`src/rtl/aic_pkg.sv`:
```
package aic_pkg;
  localparam int DW = 8;

  typedef enum logic [1:0] {ST_FETCH, ST_OPLO, ST_OPHI, ST_MEM} st_e;

  typedef enum logic [3:0] {
    ACT_NOP, ACT_LDX, ACT_LDA, ACT_CLC, ACT_SEC, ACT_DEX,
    ACT_BPL, ACT_BEQ, ACT_ADC, ACT_LDM, ACT_STA, ACT_STX
  } act_e;

  typedef struct packed {
    act_e       act;
    logic [1:0] len;   // operand bytes after the opcode
    logic       idx;   // index added to the base
  } dec_t;

  localparam logic [DW-1:0] OPC_LDX_IMM = 8'h01;
  localparam logic [DW-1:0] OPC_LDA_IMM = 8'h02;
  localparam logic [DW-1:0] OPC_CLC     = 8'h03;
  localparam logic [DW-1:0] OPC_SEC     = 8'h04;
  localparam logic [DW-1:0] OPC_DEX     = 8'h05;
  localparam logic [DW-1:0] OPC_BPL     = 8'h06;
  localparam logic [DW-1:0] OPC_BEQ     = 8'h07;
  localparam logic [DW-1:0] OPC_ADC_IX  = 8'h08;
  localparam logic [DW-1:0] OPC_LDA_IX  = 8'h09;
  localparam logic [DW-1:0] OPC_STA_IX  = 8'h0A;
  localparam logic [DW-1:0] OPC_STA_AB  = 8'h0B;
  localparam logic [DW-1:0] OPC_STX_AB  = 8'h0C;
endpackage

```
`src/rtl/aic_decode.sv`:
```
module aic_decode
  import aic_pkg::*;
(
  input  logic [DW-1:0] opc,
  output dec_t          dec
);
  always_comb begin
    case (opc)
      OPC_LDX_IMM: dec = '{ACT_LDX, 2'd1, 1'b0};
      OPC_LDA_IMM: dec = '{ACT_LDA, 2'd1, 1'b0};
      OPC_CLC:     dec = '{ACT_CLC, 2'd0, 1'b0};
      OPC_SEC:     dec = '{ACT_SEC, 2'd0, 1'b0};
      OPC_DEX:     dec = '{ACT_DEX, 2'd0, 1'b0};
      OPC_BPL:     dec = '{ACT_BPL, 2'd1, 1'b0};
      OPC_BEQ:     dec = '{ACT_BEQ, 2'd1, 1'b0};
      OPC_ADC_IX:  dec = '{ACT_ADC, 2'd2, 1'b1};
      OPC_LDA_IX:  dec = '{ACT_LDM, 2'd2, 1'b1};
      OPC_STA_IX:  dec = '{ACT_STA, 2'd2, 1'b1};
      OPC_STA_AB:  dec = '{ACT_STA, 2'd2, 1'b0};
      OPC_STX_AB:  dec = '{ACT_STX, 2'd2, 1'b0};
      default:     dec = '{ACT_NOP, 2'd0, 1'b0};
    endcase
  end
endmodule

```
`src/rtl/aic_alu.sv`:
```
module aic_alu
  import aic_pkg::*;
(
  input  logic          en,
  input  act_e          act,
  input  logic [DW-1:0] a,
  input  logic [DW-1:0] x,
  input  logic          c,
  input  logic [DW-1:0] opnd,
  output logic [DW-1:0] a_d,
  output logic [DW-1:0] x_d,
  output logic          c_d,
  output logic          n_d,
  output logic          z_d,
  output logic          ld_a,
  output logic          ld_x,
  output logic          ld_c,
  output logic          ld_nz
);
  logic [DW:0]   sum;
  logic [DW-1:0] res;

  always_comb begin
    a_d   = a;
    x_d   = x;
    c_d   = c;
    res   = '0;
    ld_a  = 1'b0;
    ld_x  = 1'b0;
    ld_c  = 1'b0;
    ld_nz = 1'b0;
    sum   = {1'b0, a} + {1'b0, opnd} + {{DW{1'b0}}, c};
    if (en) begin
      case (act)
        ACT_LDX: begin x_d = opnd; res = opnd; ld_x = 1'b1; ld_nz = 1'b1; end
        ACT_LDA, ACT_LDM: begin
          a_d = opnd; res = opnd; ld_a = 1'b1; ld_nz = 1'b1;
        end
        ACT_CLC: begin c_d = 1'b0; ld_c = 1'b1; end
        ACT_SEC: begin c_d = 1'b1; ld_c = 1'b1; end
        ACT_DEX: begin
          x_d = x - {{(DW-1){1'b0}}, 1'b1}; res = x_d; ld_x = 1'b1; ld_nz = 1'b1;
        end
        ACT_ADC: begin
          a_d = sum[DW-1:0]; c_d = sum[DW]; res = sum[DW-1:0];
          ld_a = 1'b1; ld_c = 1'b1; ld_nz = 1'b1;
        end
        default: ;
      endcase
    end
  end

  assign n_d = res[DW-1];
  assign z_d = (res == '0);
endmodule

```
`src/rtl/aic_agen.sv`:
```
module aic_agen
  import aic_pkg::*;
#(
  parameter int AW = 10
) (
  input  logic [AW-1:0] pc,
  input  logic [DW-1:0] opnd,
  input  logic [DW-1:0] lo,
  input  logic [DW-1:0] x,
  input  logic          idx,
  output logic [AW-1:0] ea,
  output logic [AW-1:0] br_tgt
);
  localparam int BW  = 2 * DW;
  localparam int PAD = AW - DW;

  generate
    if (AW <= DW || AW > BW) begin : g_bad_aw
      $error("AW must lie between DW+1 and 2*DW");
    end
  endgenerate

  logic [BW-1:0] base;
  logic [DW-1:0] off;

  assign base   = {opnd, lo};
  assign off    = idx ? x : '0;
  assign ea     = AW'(base + {{DW{1'b0}}, off});
  assign br_tgt = pc + AW'(1) + {{PAD{opnd[DW-1]}}, opnd};
endmodule

```
`src/rtl/acc_index_core.sv`:
```
module acc_index_core
  import aic_pkg::*;
#(
  parameter int AW = 10
) (
  input  logic          clk,
  input  logic          rst_n,
  output logic [AW-1:0] mem_addr,
  output logic [DW-1:0] mem_wdata,
  input  logic [DW-1:0] mem_rdata,
  output logic          mem_we
);
  localparam logic [AW-1:0] PC_ONE = AW'(1);

  logic          sync_q, run_q;
  st_e           st_q, st_d;
  logic [AW-1:0] pc_q, pc_d;
  dec_t          ir_q, ir_d, dec_w, cur;
  logic [DW-1:0] lo_q, lo_d;
  logic [AW-1:0] ea_q, ea_d, ea_w, br_tgt;
  logic [DW-1:0] a_q, x_q, a_d, x_d;
  logic          c_q, n_q, z_q, c_d, n_d, z_d;
  logic          ld_a, ld_x, ld_c, ld_nz;
  logic          exe, taken;

  aic_decode u_dec (.opc(mem_rdata), .dec(dec_w));

  aic_alu u_alu (
    .en(exe), .act(cur.act), .a(a_q), .x(x_q), .c(c_q), .opnd(mem_rdata),
    .a_d(a_d), .x_d(x_d), .c_d(c_d), .n_d(n_d), .z_d(z_d),
    .ld_a(ld_a), .ld_x(ld_x), .ld_c(ld_c), .ld_nz(ld_nz)
  );

  aic_agen #(.AW(AW)) u_agen (
    .pc(pc_q), .opnd(mem_rdata), .lo(lo_q), .x(x_q), .idx(ir_q.idx),
    .ea(ea_w), .br_tgt(br_tgt)
  );

  assign taken = (ir_q.act == ACT_BPL && !n_q) || (ir_q.act == ACT_BEQ && z_q);

  // next state
  always_comb begin
    st_d      = st_q;
    pc_d      = pc_q;
    ir_d      = ir_q;
    lo_d      = lo_q;
    ea_d      = ea_q;
    cur       = ir_q;
    mem_addr  = pc_q;
    mem_wdata = a_q;
    mem_we    = 1'b0;
    exe       = 1'b0;
    case (st_q)
      ST_FETCH: begin
        cur  = dec_w;
        ir_d = dec_w;
        pc_d = pc_q + PC_ONE;
        if (dec_w.len == 2'd0) exe = 1'b1;
        else                   st_d = ST_OPLO;
      end
      ST_OPLO: begin
        pc_d = pc_q + PC_ONE;
        if (ir_q.len == 2'd1) begin
          exe  = 1'b1;
          st_d = ST_FETCH;
          if (taken) pc_d = br_tgt;
        end else begin
          lo_d = mem_rdata;
          st_d = ST_OPHI;
        end
      end
      ST_OPHI: begin
        pc_d = pc_q + PC_ONE;
        ea_d = ea_w;
        st_d = ST_MEM;
      end
      ST_MEM: begin
        mem_addr = ea_q;
        st_d     = ST_FETCH;
        if (ir_q.act == ACT_STA) begin
          mem_we = 1'b1;
        end else if (ir_q.act == ACT_STX) begin
          mem_we    = 1'b1;
          mem_wdata = x_q;
        end else begin
          exe = 1'b1;
        end
      end
    endcase
  end

  // reset release
  always_ff @(posedge clk or negedge rst_n) begin
    if (!rst_n) begin
      sync_q <= 1'b0;
      run_q  <= 1'b0;
    end else begin
      sync_q <= 1'b1;
      run_q  <= sync_q;
    end
  end

  // state registers
  always_ff @(posedge clk or negedge rst_n) begin
    if (!rst_n) begin
      st_q <= ST_FETCH;
      pc_q <= '0;
      ir_q <= '0;
      lo_q <= '0;
      ea_q <= '0;
      a_q  <= '0;
      x_q  <= '0;
      c_q  <= 1'b0;
      n_q  <= 1'b0;
      z_q  <= 1'b0;
    end else if (run_q) begin
      st_q <= st_d;
      pc_q <= pc_d;
      ir_q <= ir_d;
      lo_q <= lo_d;
      ea_q <= ea_d;
      if (ld_a) a_q <= a_d;
      if (ld_x) x_q <= x_d;
      if (ld_c) c_q <= c_d;
      if (ld_nz) begin
        n_q <= n_d;
        z_q <= z_d;
      end
    end
  end
endmodule

```
`config.mk`:
```
export PLATFORM = sky130hd
export DESIGN_NAME = acc_index_core
export DESIGN_NICKNAME = d
export VERILOG_FILES = /design/src/rtl/aic_pkg.sv /design/src/rtl/aic_decode.sv /design/src/rtl/aic_alu.sv /design/src/rtl/aic_agen.sv /design/src/rtl/acc_index_core.sv
export SDC_FILE = /design/constraint.sdc
export NUM_CORES = 1
export LEC_CHECK = 0
export BUFFER_PORTS_ARGS = -buffer_cell sky130_fd_sc_hd__buf_2
export CAP_MARGIN = 20
export CORE_UTILIZATION = 37
export DETAILED_ROUTE_END_ITERATION = 8
export GPL_TIMING_DRIVEN = 1
export SLEW_MARGIN = 40
export SYNTH_ARGS = -nofsm -noshare
export SYNTH_HDL_FRONTEND = slang
export SYNTH_SLANG_ARGS = --single-unit
export TNS_END_PERCENT = 20
```
`constraint.sdc`:
```
create_clock -name clk -period 2.8 [get_ports clk]
set_clock_uncertainty 0.1 [all_clocks]
set_input_delay 0.42 -clock clk [delete_from_list [all_inputs] [get_ports clk]]
set_output_delay 0.42 -clock clk [all_outputs]
set_load 0.1 [all_outputs]
```
# [Word level (Yosys, flattened, before mapping)]
# Memory sizes are Yosys's and may differ from the RTL's.
# Cells that the tools add are included.
[classes] mul=0 order_cmp=0 div=0 n_addsub=6 n_reduce_logical=28 n_shift=0 bitwise=1 n_mux=34 n_eq_ne=16
[ops] op="2-to-1 mux 8 bit" n=5
[ops] op="one-hot mux 8 bit (2 select lines)" n=2
[ops] op="2-to-1 mux 10 bit" n=3
[ops] op="one-hot mux 8 bit (3 select lines)" n=1
[ops] op="one-hot mux 10 bit (2 select lines)" n=1
[ops] op="== test 4 x 3 -> 1 bit, second input constant" n=4
[ops] op="== test 4 bit, second input constant" n=4
[ops] op="2-to-1 mux 1 bit" n=15
[ops] op="2-to-1 mux 7 bit" n=2
[ops] op="AND reduction 4 bit" n=3
[ops] op="adder 10 x 1 -> 10 bit, second input constant" n=1
[ops] op="adder 10 bit" n=1
[ops] op="adder 10 x 8 -> 10 bit" n=1
[ops] op="AND reduction 2 bit" n=5
[ops] op="adder 8 x 8 -> 9 bit" n=1
[ops] op="adder 9 x 1 -> 9 bit" n=1
[ops] op="OR reduction 3 bit" n=3
[ops] op="== test 4 x 2 -> 1 bit, second input constant" n=2
[ops] op="zero test 8 bit" n=1
[ops] op="one-hot mux 2 bit (4 select lines)" n=1
[ops] op="subtractor 8 x 1 -> 8 bit, second input constant" n=1
[ops] op="one-hot mux 1 bit (3 select lines)" n=2
[ops] op="nonzero test 2 bit" n=3
[ops] op="OR reduction 2 bit" n=3
[ops] op="14 further kinds" n=19
[totals] memories=1 in_bits=10 latch_bits=0 elab_cells=100 mem_bits_rw=0 rom_bits=112 regBits=58 out_inout_bits=19
[memory_table] memory="(name not given)" words=16 word_bits=7 read_ports=1 rd_ports_with_merged_regs=0 wr=0 line="aic_decode.sv:8" rtl="case (opc)"

# [Logic depth before layout (Yosys ltp)]
# Gate-level depths: netlist (run 1).
[logic_depth] ltp_word=8 depth_mapped=11 depth_no_buf=11

# [By module]
# Synthesis (run 1) repeated with hierarchy kept, for this count alone.
[hier_totals] cells_unflattened=536 area_unflattened_um2=5091.1
[by_module_without_submodules] mod="acc_index_core" n_inst=1 seq_area_each_um2=1451.4 cells_per_inst=216 area_each_um2=2773.9
[by_module_without_submodules] mod="aic_alu" n_inst=1 seq_area_each_um2=0.0 cells_per_inst=183 area_each_um2=1273.7
[by_module_without_submodules] mod="aic_agen" n_inst=1 seq_area_each_um2=0.0 cells_per_inst=116 area_each_um2=853.3
[by_module_without_submodules] mod="aic_decode" n_inst=1 seq_area_each_um2=0.0 cells_per_inst=21 area_each_um2=190.2

# [Worst setup path before layout (run 1)]
# Ideal clock, no wire load.
[synth_path] path_type="register to output" startpoint="register with a tool-made name" endpoint="output port mem_wdata[0]" path_stages_with_launch=7 n_path_buf=2 arrival_time_ns=4.601 path_slack_ns=-2.321 required_time_ns=2.280 cell_sequence="dfrtp_1 > clkbuf_1 > nand2_1 > nor2_1 > nand2_1 > clkbuf_1 > o21ai_0"
[synth_lines] element="to (decl)" line="acc_index_core.sv:9" rtl="output logic [DW-1:0] mem_wdata,"

# [Worst setup path in the final report (run 1)]
[layout_path] startpoint="register pc_q[0]" endpoint="register pc_q[9]"
[layout_via] elab_chain_len=5
[layout_rtl] element="from (decl)" line="acc_index_core.sv:17" rtl="logic [AW-1:0] pc_q, pc_d;"
[layout_rtl] element="from (signal assigned)" line="acc_index_core.sv:118" rtl="pc_q <= pc_d;"
[layout_rtl] element="adder 10 x 1 -> 10 bit *"
[layout_rtl] element="adder 10 bit" line="aic_agen.sv:29" rtl="assign br_tgt = pc + AW'(1) + {{PAD{opnd[DW-1]}}, opnd};"
[layout_rtl] element="2-to-1 mux 10 bit" line="acc_index_core.sv:66" rtl="if (taken) pc_d = br_tgt;"
[layout_rtl] element="2-to-1 mux 10 bit" line="acc_index_core.sv:63" rtl="if (ir_q.len == 2'd1) begin"
[layout_rtl] element="one-hot mux 10 bit (2 select lines) *" line="acc_index_core.sv:53" rtl="case (st_q)"
# Every way passes the cells marked *; elsewhere a longest branch is shown, timed or not.
# A chain may end at the register's enable or synchronous reset.

==> results of run 1 <==
sequential cells by signal, indices dropped and copies added, names as in the netlist, named ones only:
signal and count:
run_q 1, z_q 1, lo_q 8, a_q 8, ir_q 7, n_q 1
pc_q 10, x_q 8, ea_q 10, st_q 1, sync_q 1, c_q 1
repair_timing:
item                                    in CTS  in global routing
resized for setup                            0                  5
setup buffers                                0                  1
endpoints found under the setup margin       0                  4
endpoints found under the hold margin        0                  0
final cells by class:
class / instances / share of cell area [%]
Sequential cell: 58 / 26.0
Clock buffer: 10 / 4.10
Timing Repair Buffer: 64 / 9.73
Tap cell: 147 / 3.30
Multi-Input combinational cell: 415 / 53.3
Clock inverter: 6 / 1.88
Inverter: 25 / 1.68
layer usage:
layer  wire, um  vias up  part of all wire, %
li1           -     1986                    -
met2       6110       85                   48
met5          0        -                    0
met1       5820     1975                   46
met3        505       16                  4.0
met4        175        0                  1.4
critical path: cells and delay by family (launching register included):
family	cells	cell delay [ps]
and+or+nand+nor	4	850
DFF	1	340
buffers and inverters	1	130
adders and majority gates	1	300
AOI/OAI and AO/OA	3	460
xor gates and xnor gates	2	390
per-stage QoR:
stage | setup TNS (ps) | std cells | util [%] | hold slack, ps | total power [mW]
final | 0 | 725 | 46.4 | 36.8 | 6.66
after global routing | -35.4 | 725 | 46.4 | 79.4 | 7.07
after detailed placement | -55.2 | 708 | 43.5 | 243 | 5.33
after floorplan | -200 | 519 | - | 24.4 | 4.35
after CTS | 0 | 724 | 46.3 | 48.6 | 6.65
after global placement | 0 | 708 | 43.5 | 232 | 5.24
power groups by stage:
stage / logic, mW / registers (mW) / clock network [mW]
after floorplan: 2.94 / 1.41 / 0
after global placement: 3.68 / 1.56 / 0
after detailed placement: 3.75 / 1.58 / 0
after CTS: 3.79 / 1.57 / 1.29
after global routing: 4.12 / 1.63 / 1.32
final: 3.82 / 1.57 / 1.27
cells by family (layout without fill, tap and decap cells):
kind of cell,Yosys count,count (layout),synth area share (%)
buf+inv,46,105,4.07
compound gates,137,137,19.2
flops,58,58,31.9
fa+ha+maj,33,33,9.74
mux,39,39,9.38
xor+xnor,25,25,4.81
other cells,1,1,0.0824
simple gates,180,180,20.8
worst max-delay path by stage:
stage | slack [ps] | startpoint | endpoint
after floorplan | -40 | flip-flop | mem_wdata[2]
after CTS | 90 | a_q[0] | z_q
after detailed placement | -60 | mem_rdata[0] | z_q
final | 150 | pc_q[0] | pc_q[9]
after global routing | -40 | pc_q[2] | pc_q[9]
after global placement | 50 | mem_rdata[0] | z_q
cells in the mapped netlist, types with 2 or more instances:
cell type,instances,area share [%]
sky130_fd_sc_hd__clkbuf_1,16,1.3
sky130_fd_sc_hd__and2_1,11,1.5
sky130_fd_sc_hd__nand4_1,5,0.69
sky130_fd_sc_hd__o21ai_1,11,1.2
sky130_fd_sc_hd__a21o_1,5,0.83
sky130_fd_sc_hd__and3_1,5,0.69
sky130_fd_sc_hd__nand2_1,58,4.8
sky130_fd_sc_hd__o22ai_1,3,0.41
sky130_fd_sc_hd__nor2b_1,5,0.69
sky130_fd_sc_hd__and4_1,2,0.39
sky130_fd_sc_hd__a2bb2oi_1,2,0.39
sky130_fd_sc_hd__nand4b_1,2,0.39
sky130_fd_sc_hd__or4_1,3,0.50
sky130_fd_sc_hd__mux2_2,25,6.2
sky130_fd_sc_hd__dfrtp_1,58,32
sky130_fd_sc_hd__a211oi_1,4,0.66
sky130_fd_sc_hd__nor2_1,30,2.5
sky130_fd_sc_hd__nor3_1,14,1.5
sky130_fd_sc_hd__a31oi_1,2,0.27
sky130_fd_sc_hd__ha_1,29,8.0
sky130_fd_sc_hd__nor3b_1,8,1.3
sky130_fd_sc_hd__nor4_4,2,0.94
sky130_fd_sc_hd__o211ai_1,6,0.99
sky130_fd_sc_hd__o31a_1,3,0.58
sky130_fd_sc_hd__a41oi_1,3,0.58
sky130_fd_sc_hd__o31ai_1,6,0.99
sky130_fd_sc_hd__nand3_1,12,1.3
sky130_fd_sc_hd__mux2i_1,12,2.6
sky130_fd_sc_hd__xor2_1,11,2.1
sky130_fd_sc_hd__xnor2_1,14,2.7
sky130_fd_sc_hd__a22oi_1,2,0.33
sky130_fd_sc_hd__nand2b_1,4,0.55
sky130_fd_sc_hd__or3_1,6,0.83
sky130_fd_sc_hd__o22a_1,3,0.58
sky130_fd_sc_hd__o21ai_0,35,3.9
sky130_fd_sc_hd__buf_2,4,0.44
sky130_fd_sc_hd__o41ai_1,2,0.39
sky130_fd_sc_hd__nand3b_1,4,0.66
sky130_fd_sc_hd__a21boi_1,2,0.33
sky130_fd_sc_hd__a21oi_1,32,3.5
sky130_fd_sc_hd__nor4_1,4,0.55
sky130_fd_sc_hd__o21bai_1,3,0.50
sky130_fd_sc_hd__o21a_1,5,0.83
sky130_fd_sc_hd__fa_1,4,1.8
sky130_fd_sc_hd__inv_1,25,2.1
==> summary.md, run 1 <==
| Metric | Value |
|---|---|
| Main synth FF type | `sky130_fd_sc_hd__dfrtp_1` |
| Sum of net half-perimeters after detailed placement | `~9500 um` |
| Sequential cell area fraction in the yosys report | `between 30% and 40%` |
| Count of maximum capacitance violations | `0` |
| Worst setup SP type | `flip-flop` |
| Worst R2R Start | `pc_q[0]` |
| Share of final-layout standard cells stronger than drive strength 1 | `20.9%` |
| Antenna diode count | `0` |
| # IOs | `29` |
| Starting utilization of the core area | `a little under two fifths` |
| Number of DRC violations after detailed-routing iteration 0 | `266` |
| Worst IR Drop VDD | `around 0.61 mV` |
| Combinational share of power | `a little under three fifths` |
| Hold buffer count at CTS | `0` |
| Area of the core | `roughly 12000 um^2` |
| Total routed wirelength | `~13000 um` |
| Worst slew pin tran | `between 700 and 800 ps` |
| Die Area | `~13000 um^2` |
| Multi-input logic area | `2970 um^2` |
| Layout area overhead | `22.6%` |
| GR Util met2 | `a little over a third` |
| Detailed-route wire length per cell | `between 15 and 20 um` |
| Fraction of the cycle the final worst path needs | `roughly 95%` |
| Required time of the critical path | `between 2000 and 3000 ps` |
| Power density over the cells | `roughly 1200 nW/um^2` |
| Switching power total | `approximately 3.2 mW` |
| Count of clock tree sinks | `58` |
| Met1 capacity usage during global routing | `a little over a quarter` |
| Clock Root Buffer | `sky130_fd_sc_hd__clkbuf_16` |
| Post-synthesis instance area | `4550 um^2` |
| Maximum cell stage delay along the critical path | `approximately 340 ps` |
| Cell repeated most along the worst path | `sky130_fd_sc_hd__xnor2_1` |
| Minimum period implied by the final worst setup slack | `between 2000 and 3000 ps` |
| Worst slew slack as a fraction of its limit | `a little over half` |
| Number of buffers created by CTS | `9` |
| Least setup slack across all paths after layout | `146 ps` |
| Post-Syn Nets | `between 500 and 600` |
| P_leak | `about 2.5 nW` |
| Worst R2R End | `pc_q[9]` |
| Outcome | `finished clean` |
| Antenna violations before repair | `0` |
| Input/output buffers | `28` |
| Async SR Flop Fraction | `100%` |
| Row cnt | `40` |
| Overflow left after global routing | `0` |
| Warnings, synthesis | `0` |
| Fillers | `between 1000 and 1500` |
| Number of instances in the synthesized netlist | `519` |
| Clk buf depth | `2` |
| Maximum clock frequency | `between 300 and 400 MHz` |
| Htree depth | `3` |
| First-pass GRT wire length | `between 20000 and 25000 um` |
| Minimum setup slack among reg-to-reg paths | `around 150 ps` |
| Total number of nets in the final design | `616` |
| GRT Max-Usage Layer | `met2` |
| Max Fanout on Critical Path | `5` |
| Pre-CTS setup slack | `-55.2 ps` |
| CP arrival | `~2800 ps` |
| Post-detailed-route count of antenna-violating nets | `0` |
| Cell internal power dissipation | `3.42 mW` |
| CTS clock-pin slew for the worst setup and hold paths | `about 50 ps` |
| Via count normalized by instance count | `between 5 and 6` |
| Area of all sequential standard cells | `about 1500 um^2` |
| Fraction of power consumed by the clock network | `19.0%` |
| Post-route design area | `5580 um^2` |
| Reg2reg path depth | `11` |
| DRC viols | `0` |
| Vertical extent of the die | `around 110 um` |
| Total routing usage reported by global routing | `roughly a fifth` |
| Max-slew violations | `0` |
| Pin count of the biggest net entering global routing | `34` |
| Area after detailed placement | `5220 um^2` |
| Top library cells by usage in the layout, fill and taps aside | `58 x sky130_fd_sc_hd__nand2_1, 58 x sky130_fd_sc_hd__dfrtp_1, 35 x sky130_fd_sc_hd__buf_4, 32 x sky130_fd_sc_hd__a21oi_1, 31 x sky130_fd_sc_hd__o21ai_0` |
| GRT met3 Usage | `under 10%` |
| Routed vias | `approximately 4100` |
| Clock latency of the later-clocked register in the worst-skew pair | `340 ps` |
| CTS tree | `done` |
| Crit. End Element | `flip-flop` |
| Hold violation total from the final report | `0` |
| Reg power frac | `between 20% and 30%` |
| CP cell instances | `buf_4 > and4_1 > nand4_1 > xnor2_1 > ha_1 > and2_1 > o21ai_0 > o31ai_2 > a21boi_1 > nor3_1 > xnor2_1` |
| Cell variety after synth | `62` |
| Placer's final routability congestion estimate | `0.885` |
| RSZ-0062 raised after global routing | `true` |
| Fraction of power spent switching nets | `between 40% and 50%` |
| Number of synthesized register bits | `slightly below 60` |
| Per-instance average area after synthesis | `about 8.8 um^2` |
| Type of the setup path with the least slack | `flip-flop to flip-flop` |
| CP max-delay cell | `sky130_fd_sc_hd__dfrtp_1` |
| Detailed-routing iteration count for the pre-antenna-repair pass | `5` |
| Setup Viol. Count Final | `0` |
| Min-Delay Path Class | `input port to async pin` |
| Width of the die | `between 100 and 150 um` |
| Number of global-route vias before repair | `~4000` |
| Post-synth EDFFs | `0` |
(Power assumes the default switching activity.)
==> run 2, diff against run 1 <==
--- a/config.mk
+++ b/config.mk
@@ -7,9 +7,10 @@
 export LEC_CHECK = 0
 export BUFFER_PORTS_ARGS = -buffer_cell sky130_fd_sc_hd__buf_2
 export CAP_MARGIN = 20
-export CORE_UTILIZATION = 37
+export CORE_UTILIZATION = 60
 export DETAILED_ROUTE_END_ITERATION = 8
 export GPL_TIMING_DRIVEN = 1
+export PLACE_DENSITY = 0.79
 export SLEW_MARGIN = 40
 export SYNTH_ARGS = -nofsm -noshare
 export SYNTH_HDL_FRONTEND = slang
==> run 2 against run 1 <==
Against the previous run:
- die area shrank 38%
- critical path depth shrank 1
- sequential cell count is the same
- setup slack lost 34 ps
- fmax shrank 1.3%
- wire length shrank 4.0%
- sequential share of layout area grew 0.98 points
- register-to-register slack lost 30 ps
- first-iteration DRC count grew 18%
- count of clock-buffer cells in the layout shrank 1
- highest routed layer unchanged
- design area shrank 3.5%
==> summary.md, run 2 (synthesis results as in run 1) <==
| Metric | Value |
|---|---|
| Power density over the cells | `1170 nW/um^2 (-2.2%)` |
| Hold buffer count at CTS | `0 (unchanged)` |
| Area of the core | `7290 um^2 (-39%)` |
| Area after detailed placement | `5120 um^2 (-2.1%)` |
| Maximum clock frequency | `372 MHz (-1.3%)` |
| CP cell instances | `ha_1 > and3_2 > xor2_1 > ha_1 > or3_1 > o21ai_1 > o31ai_1 > xor2_1 > a21oi_1 > o22ai_1` |
| Row cnt | `31 (-23%)` |
| Total number of nets in the final design | `613 (-0.49%)` |
| Starting utilization of the core area | `62.4% (+25 points)` |
| Final Core Density | `73.8% (+27 points)` |
| DRC viols | `0 (unchanged)` |
| Htree depth | `3 (unchanged)` |
| Overflow left after global routing | `0 (unchanged)` |
| Pin count of the biggest net entering global routing | `59 (+74%)` |
| Bufs and invs on worst path | `0 (-1)` |
| Max-slew violations | `0 (unchanged)` |
| P_leak | `2.42 nW (-3.2%)` |
| Fillers | `546 (-53%)` |
| Detailed-routing iteration count for the pre-antenna-repair pass | `5 (unchanged)` |
| Minimum period implied by the final worst setup slack | `2690 ps (+34.3 ps)` |
| Post-detailed-route count of antenna-violating nets | `0 (unchanged)` |
| RSZ-0062 raised after global routing | `true` |
| Min-Delay Path Class | `input port to async pin` |
| Sum of net half-perimeters after detailed placement | `8920 um (-6.2%)` |
| Count of maximum capacitance violations | `0 (unchanged)` |
| Setup Viol. Count Final | `0 (unchanged)` |
| Worst IR Drop VDD | `0.738 mV (+21%)` |
| Total routing usage reported by global routing | `32.4% (+12 points)` |
| Outcome | `finished clean` |
| Area of all sequential standard cells | `1450 um^2 (about the same)` |
| Antenna diode count | `0 (unchanged)` |
| Post-route design area | `5380 um^2 (-3.5%)` |
| Worst slew pin tran | `576 ps (-134 ps)` |
| Vertical extent of the die | `89.1 um (-21%)` |
| Top library cells by usage in the layout, fill and taps aside | `57 x sky130_fd_sc_hd__nand2_1, 57 x sky130_fd_sc_hd__dfrtp_1, 32 x sky130_fd_sc_hd__a21oi_1, 32 x sky130_fd_sc_hd__buf_4, 30 x sky130_fd_sc_hd__o21ai_0` |
| # IOs | `29 (unchanged)` |
| Number of buffers created by CTS | `9 (unchanged)` |
| Number of DRC violations after detailed-routing iteration 0 | `315 (+18%)` |
| Clock Root Buffer | `sky130_fd_sc_hd__clkbuf_8` |
| CTS tree | `done` |
| Family with the most delay on the worst path | `adder cells` |
| Post-layout power | `6.28 mW (-5.7%)` |
| Worst hold margin | `31.5 ps (-5.33 ps)` |
| Placer's final routability congestion estimate | `0.904 (+2.1%)` |
| Clk buf depth | `2 (unchanged)` |
| Clock latency of the later-clocked register in the worst-skew pair | `350 ps (about the same)` |
| CTS clock-pin slew for the worst setup and hold paths | `80 ps (+30 ps)` |
| CP arrival | `2810 ps (about the same)` |
| Via count normalized by instance count | `6.26 (+12%)` |
| Fraction of the cycle the final worst path needs | `96.0% (+1.2 points)` |
| Detailed-route wire length per cell | `18.0 um (+3.3%)` |
| Required time of the critical path | `2920 ps (-40 ps)` |
| Antenna violations before repair | `0 (unchanged)` |
| Width of the die | `89.1 um (-21%)` |
| Max Fanout on Critical Path | `5 (unchanged)` |
| Type of the setup path with the least slack | `flip-flop to flip-flop` |
| Maximum cell stage delay along the critical path | `400 ps (+60 ps)` |
| Layout area overhead | `18.3%` |
| Input/output buffers | `28 (unchanged)` |
| Hold violation total from the final report | `0 (unchanged)` |
| First-pass GRT wire length | `19200 um (-6.9%)` |
| Worst slew slack as a fraction of its limit | `61.6% (+9.0 points)` |
| Routed vias | `4218 (+3.8%)` |
| Die Area | `7930 um^2 (-38%)` |
| Regs by FF count | `ea_q (10), pc_q (10)` |
| Multi-input logic area | `2970 um^2 (about the same)` |
| Setup_tns | `0 ps (unchanged)` |
| Total routed wirelength | `12100 um (-4.0%)` |
| Share of final-layout standard cells stronger than drive strength 1 | `21.2% (+0.28 points)` |
| Crit. End Element | `flip-flop` |
| CP max-delay cell | `sky130_fd_sc_hd__dfrtp_1` |
| Worst setup SP type | `flip-flop` |
| Count of clock tree sinks | `58 (unchanged)` |
| Number of global-route vias before repair | `3982 (-1.6%)` |
## run 2: power breakdown
part / switching [mW] / leakage (nW) / internal [mW]
clock: 0.391 / 0.106 / 0.508
sequential: 0.382 / 0.715 / 1.18
combinational: 2.46 / 1.60 / 1.36
## run 2: path summary, 6_finish.rpt
kind | start | to | slack [ps] | depth (start not counted)
worst max register to register | pc_q[1] | pc_q[7] | 110 | 10
max in group asynchronous | rst_n | pc_q[2] | 2170 | 2
worst max-delay path | pc_q[1] | pc_q[7] | 110 | 10
worst min-delay path | rst_n | pc_q[4] | 30 | 2
worst min register to register | sync_q | run_q | 250 | 0
min in group clk | sync_q | run_q | 250 | 0
## run 2: worst register-to-register path, stage by stage (launching register included)
cell and delay (ps):
sky130_fd_sc_hd__dfrtp_1 400, sky130_fd_sc_hd__ha_1 250, sky130_fd_sc_hd__and3_2 270, sky130_fd_sc_hd__xor2_1 160, sky130_fd_sc_hd__ha_1 340, sky130_fd_sc_hd__or3_1 320, sky130_fd_sc_hd__o21ai_1 150, sky130_fd_sc_hd__o31ai_1 120
sky130_fd_sc_hd__xor2_1 170, sky130_fd_sc_hd__a21oi_1 180, sky130_fd_sc_hd__o22ai_1 100
## run 2: stage by stage
| step | setup WS, ps | instances |
|---|---|---|
| after floorplan | -35.8 | 519 |
| after global placement | 31.4 | 656 |
| after detailed placement | -33.4 | 656 |
| after CTS | 69.0 | 672 |
| after global routing | -40.5 | 674 |
| final | 112 | 674 |
## run 2: area by class of cell
type,count,area share [%]
Sequential cell,58,27.0
Clock inverter,7,1.88
Inverter,25,1.74
Clock buffer,9,2.30
Tap cell,99,2.30
Multi-Input combinational cell,415,55.3
Timing Repair Buffer,61,9.51
## run 2: what timing repair did
action	4_1_cts	5_1_grt
endpoints found under the setup margin	0	9
gates resized for setup	0	10
buffers inserted	0	2
## run 2: metal layers
| metal | part of all wire (%) | up-vias | track usage, % |
|---|---|---|---|
| met2 | 49 | 143 | 53.8 |
| met3 | 5.7 | 42 | 7.57 |
| met1 | 42 | 2046 | 40.4 |
| li1 | - | 1987 | - |
| met4 | 3.5 | 0 | 14.3 |
| met5 | 0 | - | 0 |
